===== src/rtl/ptw_pkg.sv =====
// Package: shared entry bit positions, error code bits and walker state type.
// Assumes 32-bit entries with flags in the low byte.
package ptw_pkg;

    localparam int ENT_PRESENT  = 0;
    localparam int ENT_WRITABLE = 1;
    localparam int ENT_USER     = 2;
    localparam int ENT_ACCESSED = 5;
    localparam int ENT_DIRTY    = 6;
    localparam int ENT_LARGE    = 7;

    localparam int ERR_BITS     = 3;

    typedef enum logic [2:0] {
        ST_IDLE,
        ST_DIR_RD,
        ST_DIR_WB,
        ST_TBL_RD,
        ST_TBL_WB,
        ST_DONE
    } walk_state_t;

endpackage


===== src/rtl/ptw_addr_gen.sv =====
// Module: forms an entry address from a table base and an index.
// The base is page aligned by dropping its low bits, the index is scaled by
// the entry size, and the sum is ANDed with the supplied mask.
module ptw_addr_gen #(
    parameter int ADDR_W     = 32,
    parameter int PAGE_SHIFT = 12,
    parameter int IDX_W      = 10,
    parameter int ENTRY_LG   = 2
) (
    input  logic [ADDR_W-1:0] base_i,
    input  logic [IDX_W-1:0]  index_i,
    input  logic [ADDR_W-1:0] mask_i,
    output logic [ADDR_W-1:0] addr_o
);
    localparam int PAD_W = ADDR_W - IDX_W - ENTRY_LG;

    logic [ADDR_W-1:0] base_aligned;
    logic [ADDR_W-1:0] index_bytes;
    logic              unused_base_low;

    // drop the in-page bits of the base
    assign base_aligned    = {base_i[ADDR_W-1:PAGE_SHIFT], {PAGE_SHIFT{1'b0}}};
    // scale the index to a byte offset
    assign index_bytes     = {{PAD_W{1'b0}}, index_i, {ENTRY_LG{1'b0}}};
    // masked sum is the entry address
    assign addr_o          = (base_aligned + index_bytes) & mask_i;
    assign unused_base_low = ^base_i[PAGE_SHIFT-1:0];

endmodule


===== src/rtl/ptw_perm_check.sv =====
// Module: decides whether an access violates the effective page permission.
// Assumes the caller has already combined the levels into one writable and
// one user bit.
module ptw_perm_check (
    input  logic eff_rw_i,
    input  logic eff_user_i,
    input  logic is_write_i,
    input  logic is_user_i,
    input  logic wp_en_i,
    output logic violate_o
);
    // user accesses need the user bit, writes need writable unless a
    // supervisor write with protection disabled
    always_comb begin
        if (is_user_i) begin
            violate_o = !eff_user_i || (is_write_i && !eff_rw_i);
        end else begin
            violate_o = wp_en_i && is_write_i && !eff_rw_i;
        end
    end

endmodule


===== src/rtl/ptw_flag_update.sv =====
// Module: computes the entry value after the accessed/dirty update and
// whether it differs from the value read, so a write-back can be skipped.
module ptw_flag_update #(
    parameter int ENTRY_W = 32
) (
    input  logic [ENTRY_W-1:0] entry_i,
    input  logic               set_dirty_i,
    output logic [ENTRY_W-1:0] entry_o,
    output logic               changed_o
);
    import ptw_pkg::*;

    // accessed always, dirty only when asked
    always_comb begin
        entry_o               = entry_i;
        entry_o[ENT_ACCESSED] = 1'b1;
        if (set_dirty_i) begin
            entry_o[ENT_DIRTY] = 1'b1;
        end
        changed_o = (entry_o != entry_i);
    end

endmodule


===== src/rtl/ptw_two_level.sv =====
// Module: sequential two-level page table walker.
// Accepts one translation at a time, reads the directory entry and, unless it
// is an enabled large leaf, the table entry; checks permissions, updates the
// accessed/dirty flags in memory when they change and presents the result for
// one cycle. Assumes cfg_* inputs stay stable while a walk is in flight and
// that ADDR_W == PAGE_SHIFT + 2*IDX_W.
module ptw_two_level #(
    parameter int ADDR_W     = 32,
    parameter int PAGE_SHIFT = 12,
    parameter int IDX_W      = 10
) (
    input  logic              clk,
    input  logic              rst_n,
    input  logic              req_valid,
    output logic              req_ready,
    input  logic [ADDR_W-1:0] req_vaddr,
    input  logic              req_write,
    input  logic              req_user,
    input  logic [ADDR_W-1:0] cfg_root,
    input  logic              cfg_large_en,
    input  logic              cfg_wp,
    input  logic [ADDR_W-1:0] cfg_a20_mask,
    output logic              mem_req,
    output logic              mem_we,
    output logic [ADDR_W-1:0] mem_addr,
    output logic [ADDR_W-1:0] mem_wdata,
    input  logic              mem_ack,
    input  logic [ADDR_W-1:0] mem_rdata,
    output logic              rsp_valid,
    output logic              rsp_fault,
    output logic [2:0]        rsp_err,
    output logic [ADDR_W-1:0] rsp_paddr,
    output logic              rsp_large,
    output logic              rsp_rw,
    output logic              rsp_user,
    output logic [ADDR_W-1:0] rsp_fault_addr
);
    import ptw_pkg::*;

    localparam int FRAME_W     = ADDR_W - PAGE_SHIFT;
    localparam int LARGE_SHIFT = PAGE_SHIFT + IDX_W;
    localparam int DIR_IDX_W   = ADDR_W - LARGE_SHIFT;
    localparam int SLICE_W     = LARGE_SHIFT - PAGE_SHIFT;

    walk_state_t         state;
    logic [ADDR_W-1:0]   va_q;
    logic                wr_q;
    logic                usr_q;
    logic [FRAME_W-1:0]  dir_frame_q;
    logic                dir_rw_q;
    logic                dir_us_q;
    logic                leaf_wb_q;
    logic [ADDR_W-1:0]   wb_q;

    logic                res_fault_q;
    logic [ERR_BITS-1:0] res_err_q;
    logic [FRAME_W-1:0]  res_frame_q;
    logic                res_large_q;
    logic                res_rw_q;
    logic                res_us_q;
    logic [ADDR_W-1:0]   fault_addr_q;

    logic [ADDR_W-1:0]   dir_addr;
    logic [ADDR_W-1:0]   tbl_addr;
    logic                in_tbl;
    logic                dir_is_leaf;
    logic                eff_rw;
    logic                eff_us;
    logic                violate;
    logic                set_dirty;
    logic [ADDR_W-1:0]   upd_entry;
    logic                upd_changed;
    logic [FRAME_W-1:0]  large_frame;
    logic [FRAME_W-1:0]  small_frame;
    logic [FRAME_W-1:0]  frame_mask;

    // directory entry address from the root and the top index bits
    ptw_addr_gen #(
        .ADDR_W(ADDR_W), .PAGE_SHIFT(PAGE_SHIFT), .IDX_W(DIR_IDX_W), .ENTRY_LG(2)
    ) u_dir_addr (
        .base_i (cfg_root),
        .index_i(va_q[ADDR_W-1:LARGE_SHIFT]),
        .mask_i (cfg_a20_mask),
        .addr_o (dir_addr)
    );

    // table entry address from the stored directory frame and middle index
    ptw_addr_gen #(
        .ADDR_W(ADDR_W), .PAGE_SHIFT(PAGE_SHIFT), .IDX_W(SLICE_W), .ENTRY_LG(2)
    ) u_tbl_addr (
        .base_i ({dir_frame_q, {PAGE_SHIFT{1'b0}}}),
        .index_i(va_q[LARGE_SHIFT-1:PAGE_SHIFT]),
        .mask_i (cfg_a20_mask),
        .addr_o (tbl_addr)
    );

    // effective permission: directory alone, or both levels ANDed
    assign in_tbl      = (state == ST_TBL_RD);
    assign dir_is_leaf = mem_rdata[ENT_LARGE] && cfg_large_en;
    assign eff_rw      = in_tbl ? (dir_rw_q & mem_rdata[ENT_WRITABLE]) : mem_rdata[ENT_WRITABLE];
    assign eff_us      = in_tbl ? (dir_us_q & mem_rdata[ENT_USER])     : mem_rdata[ENT_USER];

    ptw_perm_check u_perm (
        .eff_rw_i  (eff_rw),
        .eff_user_i(eff_us),
        .is_write_i(wr_q),
        .is_user_i (usr_q),
        .wp_en_i   (cfg_wp),
        .violate_o (violate)
    );

    // dirty is only set on a leaf; a pointer entry only gains accessed
    assign set_dirty = wr_q && (in_tbl || dir_is_leaf);

    ptw_flag_update #(.ENTRY_W(ADDR_W)) u_flags (
        .entry_i    (mem_rdata),
        .set_dirty_i(set_dirty),
        .entry_o    (upd_entry),
        .changed_o  (upd_changed)
    );

    // candidate frames and the mask applied to them
    assign large_frame = {mem_rdata[ADDR_W-1:LARGE_SHIFT], va_q[LARGE_SHIFT-1:PAGE_SHIFT]};
    assign small_frame = mem_rdata[ADDR_W-1:PAGE_SHIFT];
    assign frame_mask  = cfg_a20_mask[ADDR_W-1:PAGE_SHIFT];

    // walk sequencing, result capture and fault address latch
    always_ff @(posedge clk) begin
        if (!rst_n) begin
            state        <= ST_IDLE;
            va_q         <= '0;
            wr_q         <= 1'b0;
            usr_q        <= 1'b0;
            dir_frame_q  <= '0;
            dir_rw_q     <= 1'b0;
            dir_us_q     <= 1'b0;
            leaf_wb_q    <= 1'b0;
            wb_q         <= '0;
            res_fault_q  <= 1'b0;
            res_err_q    <= '0;
            res_frame_q  <= '0;
            res_large_q  <= 1'b0;
            res_rw_q     <= 1'b0;
            res_us_q     <= 1'b0;
            fault_addr_q <= '0;
        end else begin
            case (state)
                ST_IDLE: begin
                    if (req_valid) begin
                        va_q  <= req_vaddr;
                        wr_q  <= req_write;
                        usr_q <= req_user;
                        state <= ST_DIR_RD;
                    end
                end
                ST_DIR_RD: begin
                    if (mem_ack) begin
                        dir_frame_q <= mem_rdata[ADDR_W-1:PAGE_SHIFT];
                        dir_rw_q    <= mem_rdata[ENT_WRITABLE];
                        dir_us_q    <= mem_rdata[ENT_USER];
                        wb_q        <= upd_entry;
                        leaf_wb_q   <= dir_is_leaf;
                        if (!mem_rdata[ENT_PRESENT] || (dir_is_leaf && violate)) begin
                            res_fault_q  <= 1'b1;
                            res_err_q    <= {usr_q, wr_q, mem_rdata[ENT_PRESENT]};
                            fault_addr_q <= va_q;
                            state        <= ST_DONE;
                        end else if (dir_is_leaf) begin
                            res_fault_q <= 1'b0;
                            res_frame_q <= large_frame & frame_mask;
                            res_large_q <= 1'b1;
                            res_rw_q    <= eff_rw;
                            res_us_q    <= eff_us;
                            state       <= upd_changed ? ST_DIR_WB : ST_DONE;
                        end else begin
                            state <= upd_changed ? ST_DIR_WB : ST_TBL_RD;
                        end
                    end
                end
                ST_DIR_WB: begin
                    if (mem_ack) begin
                        state <= leaf_wb_q ? ST_DONE : ST_TBL_RD;
                    end
                end
                ST_TBL_RD: begin
                    if (mem_ack) begin
                        wb_q <= upd_entry;
                        if (!mem_rdata[ENT_PRESENT] || violate) begin
                            res_fault_q  <= 1'b1;
                            res_err_q    <= {usr_q, wr_q, mem_rdata[ENT_PRESENT]};
                            fault_addr_q <= va_q;
                            state        <= ST_DONE;
                        end else begin
                            res_fault_q <= 1'b0;
                            res_frame_q <= small_frame & frame_mask;
                            res_large_q <= 1'b0;
                            res_rw_q    <= eff_rw;
                            res_us_q    <= eff_us;
                            state       <= upd_changed ? ST_TBL_WB : ST_DONE;
                        end
                    end
                end
                ST_TBL_WB: begin
                    if (mem_ack) begin
                        state <= ST_DONE;
                    end
                end
                default: begin
                    state <= ST_IDLE;
                end
            endcase
        end
    end

    // handshake and memory port outputs decoded from the state
    assign req_ready = (state == ST_IDLE);
    assign rsp_valid = (state == ST_DONE);
    assign mem_req   = (state == ST_DIR_RD) || (state == ST_DIR_WB) ||
                       (state == ST_TBL_RD) || (state == ST_TBL_WB);
    assign mem_we    = (state == ST_DIR_WB) || (state == ST_TBL_WB);
    assign mem_addr  = ((state == ST_DIR_RD) || (state == ST_DIR_WB)) ? dir_addr : tbl_addr;
    assign mem_wdata = wb_q;

    // held result fields
    assign rsp_fault      = res_fault_q;
    assign rsp_err        = res_err_q;
    assign rsp_paddr      = {res_frame_q, va_q[PAGE_SHIFT-1:0]};
    assign rsp_large      = res_large_q;
    assign rsp_rw         = res_rw_q;
    assign rsp_user       = res_us_q;
    assign rsp_fault_addr = fault_addr_q;

endmodule


===== config.mk =====
export PLATFORM = sky130hd
export DESIGN_NAME = ptw_two_level
export DESIGN_NICKNAME = d
export VERILOG_FILES = /design/src/rtl/ptw_pkg.sv /design/src/rtl/ptw_addr_gen.sv /design/src/rtl/ptw_perm_check.sv /design/src/rtl/ptw_flag_update.sv /design/src/rtl/ptw_two_level.sv
export SDC_FILE = /design/constraint.sdc
export NUM_CORES = 1
export LEC_CHECK = 0
export BUFFER_PORTS_ARGS = -buffer_cell sky130_fd_sc_hd__buf_2
export CORE_ASPECT_RATIO = 0.8
export CORE_MARGIN = 2
export CORE_UTILIZATION = 43
export CTS_CLUSTER_SIZE = 40
export DETAILED_ROUTE_END_ITERATION = 10
export GPL_ROUTABILITY_DRIVEN = 0
export HOLD_SLACK_MARGIN = 0.02
export PLACE_DENSITY = 0.74
export SLEW_MARGIN = 20
export SYNTH_ARGS = -nofsm -noshare
export SYNTH_HDL_FRONTEND = slang
export SYNTH_SLANG_ARGS = --single-unit

===== constraint.sdc =====
create_clock -name clk -period 1.75 [get_ports clk]
set_input_delay 0.0875 -clock clk [delete_from_list [all_inputs] [get_ports clk]]
set_output_delay 0.0875 -clock clk [all_outputs]
set_load 0.03 [all_outputs]

==> impl_metrics.env, run 1 <==
export IMPL_outcome="finished with violations"
export IMPL_violations="negative setup slack"
export IMPL_yosys_area_top_type="dfxtp_1"
export IMPL_mostFrequentLayoutCells="nand2_1 (327), buf_2 (226), dfxtp_1 (148), dlygate4sd3_1 (85), a21oi_1 (56)"
export IMPL_synthDominantCellAreaShare_pct=46.5
export IMPL_synthArstFlopShare_pct=0
export IMPL_min_from="req_valid"
export IMPL_r2r_start="state[2]$_SDFFE_PN0P_"
export IMPL_tritoncts_num_buffers=17
export IMPL_port_buffers=258
export IMPL_min_path_cells=4
export IMPL_setup_ws_ps=-164
export IMPL_holdPathEnd="state[2]$_SDFFE_PN0P_"
export IMPL_area_delta_synth_final_pct=62.5
export IMPL_fin_skew_ps=9.51
export IMPL_grt_usage_pct=27.9
export IMPL_cts_tree="yes"
export IMPL_cp_start_kind="flop"
export IMPL_pin_count=275
export IMPL_initial_utilization_pct=43.6
export IMPL_grt_overflow=0
export IMPL_final_nets=1300
export IMPL_antenna_cells=0
export IMPL_die_x_um=141
export IMPL_syn_inst=811
export IMPL_cts_buffer_depth=2
export IMPL_ys_seq_elements=151
export IMPL_detail_route_antenna_nets=0
export IMPL_final_common_cell="nand2_1"
export IMPL_hp_class="input pin to flop"
export IMPL_drc_errors=0
export IMPL_drtIter0Drc=378
export IMPL_vias=7024
export IMPL_p_leak_nw=4.89
export IMPL_cts_root_buf="clkbuf_16"
export IMPL_yosysSeqAreaShare_pct=46.5
export IMPL_htreeDepth=4
export IMPL_wl_per_cell_um=17.1
export IMPL_placed_cell_area_mm2=0.00848
export IMPL_synth_cell_types=41
export IMPL_fillers=1103
export IMPL_rr_worst_depth=7
export IMPL_hold_viol_final=0
export IMPL_avgSynthCellArea_um2=8.01
export IMPL_yosysWarnings=0
export IMPL_grt_pass1_vias=7057
export IMPL_min_period_ps=1910
export IMPL_fin_crit_sh_pct=109
export IMPL_cp_end_kind="flop"
export IMPL_drive_gt1_share_pct=34.8
export IMPL_stdcell_area_mm2=0.0106
export IMPL_cpPeakStageDelay_ps=410
export IMPL_dp_cells=1230
export IMPL_clkTransAtPathRegs_ps=60
export IMPL_seq_area_mm2=0.00303
export IMPL_core_area_mm2=0.0149
export IMPL_antenna_found_initial=1
export IMPL_cp_required_ps=2060
export IMPL_synth_edf_count=0
export IMPL_fin_tns_setup_ps=-9020
export IMPL_vdd_drop_max_uv=663
export IMPL_viasPerCell=5.15
export IMPL_worstPathMaxFanout=6
export IMPL_worst_ep_arrival_time_ps=2220
export IMPL_drt_first_pass_iters=4
export IMPL_die_h_um=114
export IMPL_critPathKind="flop to flop"
export IMPL_grt_max_degree=64
export IMPL_drv_slew=0
export IMPL_clock_latency_ps=420
export IMPL_synthTopCellsByArea="dfxtp_1 (47%), nand2_1 (19%), mux2i_1 (8.8%)"
export IMPL_layout_cells_non_filler=1365
export IMPL_setup_violations=81
export IMPL_rsz0062_at_grt="yes"
export IMPL_grt_pass1_wl_um=35200
export IMPL_cpMaxStageDelayCell="or3_4"
export IMPL_wl_um=23300
export IMPL_path_cells="nand3b_4 > nor3_2 > o32a_4 > buf_6 > or3_4 > clkbuf_16 > mux2i_1"
export IMPL_netlist_area_mm2=0.00650
export IMPL_dp_hpwl_um=13700
export IMPL_utilization_pct=70.8
export IMPL_r2r_setup_slack_ps=-160
export IMPL_die_area_mm2=0.0161
export IMPL_clock_sinks=151
export IMPL_fmax_mhz=522
export IMPL_powerDensity_mw_per_mm2=914
export IMPL_critical_path_top_delay_family="simple AND/OR/NAND/NOR gates"
export IMPL_power_w=0.00965
export IMPL_multiInputGateArea_mm2=0.00363
export IMPL_synth_ff_type="dfxtp_1"
export IMPL_r2r_end="rsp_rw$_SDFFE_PN0P_"
export IMPL_maxCapViolCount=0
export IMPL_crit_buf_inv=2
export IMPL_rows=40
[cell usage after synthesis, types with 3 or more instances]
| cell | count |
|---|---|
| a21boi_0 | 64 |
| o21ai_0 | 9 |
| buf_6 | 3 |
| nor2b_1 | 3 |
| mux2i_1 | 57 |
| clkbuf_1 | 45 |
| dfxtp_1 | 151 |
| nand3_1 | 23 |
| nand2_1 | 329 |
| nor2_1 | 8 |
| mux2_2 | 10 |
| a21oi_1 | 58 |
| buf_4 | 6 |
| buf_2 | 8 |
[worst reg2reg max path: cells and delay by family (launching register included)]
kind	cells	cell delay [ps]
multiplexers	1	130
AND/OR/NAND/NOR	3	600
flip-flops	1	350
buffers and inverters	2	340
AO/OA/AOI/OAI	1	370
[registers in the layout, indices dropped and copies added (netlist names), 3 cells and up]
register,flops
va_q,32
rsp_fault_addr,32
res_frame_q,20
mem_wdata,32
rsp_err,3
state,3
dir_frame_q,20
[worst max-delay path by stage]
| stage | to | cells after the start | from | slack (ps) |
|---|---|---|---|---|
| 2_1_floorplan | rsp_fault$_SDFFE_PN0P_ | 8 | state[2]$_SDFFE_PN0P_ | -80 |
| 3_3_place_gp | res_frame_q[6]$_SDFFE_PN0P_ | 6 | state[2]$_SDFFE_PN0P_ | -4 |
| 3_5_place_dp | rsp_fault_addr[8]$_SDFFE_PN0P_ | 7 | state[2]$_SDFFE_PN0P_ | -50 |
| 4_1_cts | mem_addr[16] | 6 | state[0]$_SDFFE_PN0P_ | -150 |
| 5_1_grt | rsp_fault_addr[14]$_SDFFE_PN0P_ | 8 | state[2]$_SDFFE_PN0P_ | -220 |
| 6_report | rsp_rw$_SDFFE_PN0P_ | 7 | state[2]$_SDFFE_PN0P_ | -160 |
[layout make-up]
type / instances / area share [%]
inverters: 3 / 0.107
clock buffers: 20 / 4.23
clock inverters: 11 / 1.41
well taps: 189 / 2.24
repair buffers: 395 / 29.0
multi-input cells: 596 / 34.3
flip-flops and latches: 151 / 28.7
[metrics by stage]
step	setup WS, ps	hold slack, ps
floorplan	-84.9	222
global placement	-4.46	329
detailed placement	-49.0	333
CTS	-148	61.7
global route	-219	98.9
finish	-164	93.9
[routing by layer]
layer	share of wire, %	routed length [um]	GRT usage [%]	vias up
met4	3.1	731	13.9	2
li1	-	-	-	3379
met5	0.047	11	0	-
met1	41	9660	31.7	3299
met2	49	11400	48.9	278
met3	6.4	1490	7.22	66
[report_power, final]
| group | switching (W) | internal (W) |
|---|---|---|
| Clock | 0.00147 | 0.00228 |
| Combinational | 0.00123 | 0.000946 |
| Sequential | 0.000129 | 0.00360 |
[repair_timing]
action | 4_1_cts | 5_1_grt
pin swaps | 5 | 6
hold endpoints to repair | 109 | 0
hold buffers | 85 | 0
gates cloned | 3 | 5
buffers inserted | 6 | 9
endpoints found under the setup margin | 109 | 101
resized for setup | 86 | 30
[cell families after synthesis]
logic type	Yosys count	synth area share, %
muxes	67	10.5
DFF	151	46.5
xor gates and xnor gates	2	0.270
and+or+nand+nor	381	23.7
buffers and inverters	65	4.60
AOI/OAI and AO/OA	144	14.3
other	1	0.0577
(Power assumes the default switching activity.)
==> run 2: changes to the inputs <==
--- a/config.mk
+++ b/config.mk
@@ -8,12 +8,12 @@
 export BUFFER_PORTS_ARGS = -buffer_cell sky130_fd_sc_hd__buf_2
 export CORE_ASPECT_RATIO = 0.8
 export CORE_MARGIN = 2
-export CORE_UTILIZATION = 43
+export CORE_UTILIZATION = 27
 export CTS_CLUSTER_SIZE = 40
 export DETAILED_ROUTE_END_ITERATION = 10
 export GPL_ROUTABILITY_DRIVEN = 0
 export HOLD_SLACK_MARGIN = 0.02
-export PLACE_DENSITY = 0.74
+export PLACE_DENSITY = 0.5
 export SLEW_MARGIN = 20
 export SYNTH_ARGS = -nofsm -noshare
 export SYNTH_HDL_FRONTEND = slang
==> impl_metrics.env, run 2 (synthesis results as in run 1) <==
export IMPL_r2r_start="state[0]$_SDFFE_PN0P_"
export IMPL_fmax_mhz=503
export IMPL_clock_sinks=151
export IMPL_met2_length_um=11500
export IMPL_cp_end_kind="output pin"
export IMPL_worst_ep_arrival_time_ps=1900
export IMPL_detail_route_antenna_nets=0
export IMPL_wl_per_cell_um=16.8
export IMPL_area_delta_synth_final_pct=68.9
export IMPL_grt_max_degree=55
export IMPL_min_path_cells=2
export IMPL_crit_buf_inv=4
export IMPL_critPathKind="flop to output pin"
export IMPL_wl_met1_um=12000
export IMPL_cts_buffer_depth=2
export IMPL_rr_worst_depth=8
export IMPL_drc_errors=0
export IMPL_tritoncts_num_buffers=17
export IMPL_cts_tree="yes"
export IMPL_highest_layer="met4"
export IMPL_dp_slack_ps=-147
export IMPL_pin_count=275
export IMPL_violations="negative setup slack"
export IMPL_grt_pass1_vias=6445
export IMPL_vdd_drop_max_uv=549
export IMPL_critical_path_top_delay_family="buffers and inverters"
export IMPL_cts_root_buf="clkbuf_16"
export IMPL_clock_latency_ps=420
export IMPL_drive_gt1_share_pct=38.1
export IMPL_viasPerCell=4.53
export IMPL_hp_class="input pin to flop"
export IMPL_initial_utilization_pct=27.6
export IMPL_dr_wl_met3_um=1500
export IMPL_cp_common_cell="buf_6"
export IMPL_wl_um=25200
export IMPL_path_cells="xor2_1 > buf_4 > buf_6 > nand2b_4 > buf_12 > nand2_1 > a21boi_4 > buf_6"
export IMPL_cp_start_kind="flop"
export IMPL_cpMaxStageDelayCell="dfxtp_4"
export IMPL_fin_skew_ps=9.80
export IMPL_final_nets=1310
export IMPL_min_from="rst_n"
export IMPL_antenna_found_initial=0
export IMPL_cp_required_ps=1660
export IMPL_mostFrequentLayoutCells="nand2_1 (293), buf_2 (226), dfxtp_1 (149), dlygate4sd3_1 (85), mux2i_1 (57)"
export IMPL_cpPeakStageDelay_ps=350
export IMPL_antenna_cells=0
export IMPL_die_area_mm2=0.0253
export IMPL_grt_pass1_wl_um=36400
export IMPL_p_leak_nw=5.10
export IMPL_fin_crit_sh_pct=114
export IMPL_die_h_um=143
export IMPL_rsz0062_at_grt="yes"
export IMPL_powerDensity_mw_per_mm2=887
export IMPL_r2r_end="rsp_fault$_SDFFE_PN0P_"
export IMPL_fin_tns_setup_ps=-11590
export IMPL_drv_slew=0
export IMPL_outcome="finished with violations"
export IMPL_port_buffers=258
export IMPL_r2r_setup_slack_ps=-120
export IMPL_htreeDepth=4
export IMPL_drtIter0Drc=314
export IMPL_grt_usage_pct=18.7
export IMPL_final_common_cell="nand2_1"
export IMPL_worstPathMaxFanout=10
export IMPL_hold_viol_final=0
export IMPL_grt_overflow=0
export IMPL_clkTransAtPathRegs_ps=60
export IMPL_maxCapViolCount=0
export IMPL_setup_violations=112
export IMPL_dp_hpwl_um=16200
export IMPL_vias=6795
export IMPL_die_x_um=177
export IMPL_drt_first_pass_iters=4
export IMPL_min_period_ps=1990
export IMPL_rows=50
export IMPL_holdPathEnd="state[0]$_SDFFE_PN0P_"
export IMPL_setup_ws_ps=-238
export IMPL_core_area_mm2=0.0235
==> run 2: cell type report <==
| cell class | instances | area, um^2 |
|---|---|---|
| fillers | 2314 | 12500 |
| multi-input cells | 596 | 3780 |
| repair buffers | 405 | 3200 |
| flip-flops and latches | 151 | 3030 |
| clock buffers | 19 | 443 |
| well taps | 312 | 390 |
| clock inverters | 13 | 119 |
| inverters | 3 | 11.3 |
==> run 2: per-layer routing <==
metal | GRT usage, % | vias up
met3 | 4.63 | 12
met1 | 25.3 | 3210
li1 | - | 3397
met4 | 3.84 | 0
met2 | 30.3 | 176
met5 | 0 | -
==> run 2: timing repair <==
item | in CTS | in global routing
resized for setup | 98 | 59
setup buffers | 7 | 3
pin swaps | 2 | 8
setup endpoints to repair | 112 | 118
hold endpoints to repair | 109 | 0
gates cloned | 4 | 7
hold buffers | 85 | 0
==> run 2: worst max-delay path by stage <==
stage	from	end	slack, ps	cells after the start
2_1_floorplan	state[2]$_SDFFE_PN0P_	rsp_fault$_SDFFE_PN0P_	-80	8
3_3_place_gp	state[2]$_SDFFE_PN0P_	res_frame_q[11]$_SDFFE_PN0P_	-80	6
3_5_place_dp	state[2]$_SDFFE_PN0P_	res_frame_q[15]$_SDFFE_PN0P_	-150	6
4_1_cts	state[0]$_SDFFE_PN0P_	mem_addr[24]	-270	9
5_1_grt	state[0]$_SDFFE_PN0P_	mem_addr[17]	-310	8
6_report	state[0]$_SDFFE_PN0P_	mem_addr[8]	-240	8
==> run 2: per-stage QoR <==
step | hold slack (ps) | cell area, um^2 | instances | total power, W | utilization [%]
after floorplan | 222 | 6870 | 812 | 0.00490 | -
after global routing | 74.0 | 11000 | 1499 | 0.0102 | 46.7
after detailed placement | 334 | 8730 | 1363 | 0.00565 | 37.1
after CTS | 59.6 | 10600 | 1491 | 0.00969 | 45.2
after global placement | 329 | 8730 | 1363 | 0.00564 | 37.1
final | 70.1 | 11000 | 1499 | 0.00974 | 46.7
==> run 2: power breakdown <==
group          total (W)  switching [W]  internal (W)
registers        0.00373       0.000129       0.00360
clock network    0.00356        0.00155       0.00201
logic            0.00245        0.00137       0.00108
total            0.00974        0.00305       0.00668
==> run 3: changes to the inputs <==
--- a/config.mk
+++ b/config.mk
@@ -13,8 +13,9 @@
 export DETAILED_ROUTE_END_ITERATION = 10
 export GPL_ROUTABILITY_DRIVEN = 0
 export HOLD_SLACK_MARGIN = 0.02
-export PLACE_DENSITY = 0.5
+export PLACE_DENSITY = 0.49
 export SLEW_MARGIN = 20
 export SYNTH_ARGS = -nofsm -noshare
 export SYNTH_HDL_FRONTEND = slang
+export SYNTH_HIERARCHICAL = 1
 export SYNTH_SLANG_ARGS = --single-unit
==> impl_metrics.env, run 3 <==
export IMPL_critical_path_top_delay_family="compound AO/OA/AOI/OAI gates"
export IMPL_critPathKind="flop to flop"
export IMPL_layout_cells_non_filler=1538
export IMPL_cpPeakStageDelay_ps=340
export IMPL_cts_tree="yes"
export IMPL_fin_skew_ps=11.4
export IMPL_dp_cells=1407
export IMPL_detail_route_antenna_nets=0
export IMPL_dp_slack_ps=-306
export IMPL_fmax_mhz=491
export IMPL_drv_slew=0
export IMPL_min_period_ps=2040
export IMPL_utilization_pct=41.6
export IMPL_mostFrequentLayoutCells="nand2_1 (260), buf_2 (225), dfxtp_1 (148), a21boi_0 (85), dlygate4sd3_1 (84)"
export IMPL_cp_required_ps=2070
export IMPL_antenna_cells=0
export IMPL_powerDensity_mw_per_mm2=900
export IMPL_core_area_mm2=0.0263
export IMPL_tritoncts_num_buffers=17
export IMPL_vdd_drop_max_uv=643
export IMPL_relSlewSlack_pct=66.4
export IMPL_die_area_mm2=0.0281
export IMPL_drtIter0Drc=288
export IMPL_hold_viol_final=0
export IMPL_cpMaxStageDelayCell="a311o_2"
export IMPL_pin_count=275
export IMPL_power_w=0.00983
export IMPL_p_leak_nw=4.70
export IMPL_cts_root_buf="clkbuf_16"
export IMPL_clock_sinks=151
export IMPL_grt_max_degree=46
export IMPL_clkTransAtPathRegs_ps=60
export IMPL_grt_pass1_vias=6555
export IMPL_cp_start_kind="flop"
export IMPL_area_delta_synth_final_pct=51.2
export IMPL_fin_crit_sh_pct=116
export IMPL_htreeDepth=4
export IMPL_outcome="finished with violations"
export IMPL_cts_buffer_depth=2
export IMPL_vias=6723
export IMPL_rows=53
export IMPL_grt_pass1_wl_um=37100
export IMPL_wl_um=24600
export IMPL_grt_overflow=0
export IMPL_drt_first_pass_iters=4
export IMPL_fillers=2641
export IMPL_drc_errors=0
export IMPL_setup_violations=89
export IMPL_worst_ep_arrival_time_ps=2360
export IMPL_rsz0062_at_grt="yes"
export IMPL_die_x_um=187
export IMPL_hp_class="input pin to flop"
export IMPL_setup_ws_ps=-289
export IMPL_cp_end_kind="flop"
export IMPL_netlist_area_mm2=0.00723
export IMPL_drive_gt1_share_pct=35.3
export IMPL_worst_slew_pin_slew_ps=504
export IMPL_grt_usage_pct=17.1
export IMPL_worstPathMaxFanout=34
export IMPL_whs_ps=65.8
export IMPL_syn_inst=861
export IMPL_path_cells="nand3b_4 > o21a_1 > o32ai_2 > and2b_2 > a311o_2 > buf_12 > nand2_1 > a21boi_1"
export IMPL_crit_buf_inv=1
export IMPL_yosysWarnings=6
export IMPL_die_h_um=150
export IMPL_antenna_found_initial=0
export IMPL_violations="negative setup slack"
export IMPL_final_common_cell="nand2_1"
export IMPL_final_nets=1304
export IMPL_dp_hpwl_um=16100
export IMPL_initial_utilization_pct=27.5
export IMPL_avgSynthCellArea_um2=8.39
export IMPL_wl_per_cell_um=16.0
export IMPL_viasPerCell=4.37
export IMPL_port_buffers=258
export IMPL_clock_latency_ps=430
export IMPL_maxCapViolCount=0
==> run 3: final cells by class <==
type / count / area [um^2] / area share [%]
multi-input combinational: 604 / 3800 / 34.8
sequential: 151 / 3030 / 27.8
timing repair buffer: 389 / 2990 / 27.3
tap: 357 / 447 / 4.09
clock buffer: 18 / 439 / 4.02
clock inverter: 14 / 196 / 1.80
inverter: 5 / 21.3 / 0.195
==> run 3: worst reg2reg max path: cells and delay by family (launching register included) <==
kind	cells	cell delay [ps]
flip-flops	1	320
AND/OR/NAND/NOR	3	550
AO/OA/AOI/OAI	4	890
buffers and inverters	1	170
==> run 3: report_power, final <==
part,switching [W],internal [W]
combinational,0.00110,0.00100
sequential,0.000113,0.00358
clock,0.00159,0.00244
==> run 3: through the flow <==
| stage | cell area (um^2) | TNS, ps |
|---|---|---|
| 6_report | 10900 | -22050 |
| 5_1_grt | 10900 | -28870 |
| 4_1_cts | 10700 | -23020 |
| 3_5_place_dp | 8780 | -14930 |
| 3_3_place_gp | 8780 | -12120 |
| 2_1_floorplan | 7320 | -28100 |
==> run 3: timing repair <==
item,4_1_cts,5_1_grt
endpoints found under the hold margin,106,0
gates cloned,2,3
pin swaps,6,20
hold buffers,84,0
resized for setup,95,46
endpoints found under the setup margin,91,92
setup buffers,9,1
==> run 3: worst paths after layout <==
check | startpoint | end | slack, ps | cells after the start
max | state[2]$_SDFFE_PN0P_ | rsp_fault_addr[16]$_SDFFE_PN0P_ | -290 | 8
min | mem_rdata[6] | mem_wdata[6]$_SDFFE_PN0P_ | 70 | 4
max reg2reg | state[2]$_SDFFE_PN0P_ | rsp_fault_addr[16]$_SDFFE_PN0P_ | -290 | 8
min reg2reg | res_frame_q[19]$_SDFFE_PN0P_ | res_frame_q[19]$_SDFFE_PN0P_ | 440 | 2
==> run 3: layer usage <==
metal  routed length, um  global-route usage (%)
met4                 287                    4.80
met3                1300                    4.08
met5                   0                       0
met1               11800                    22.6
met2               11200                    27.8
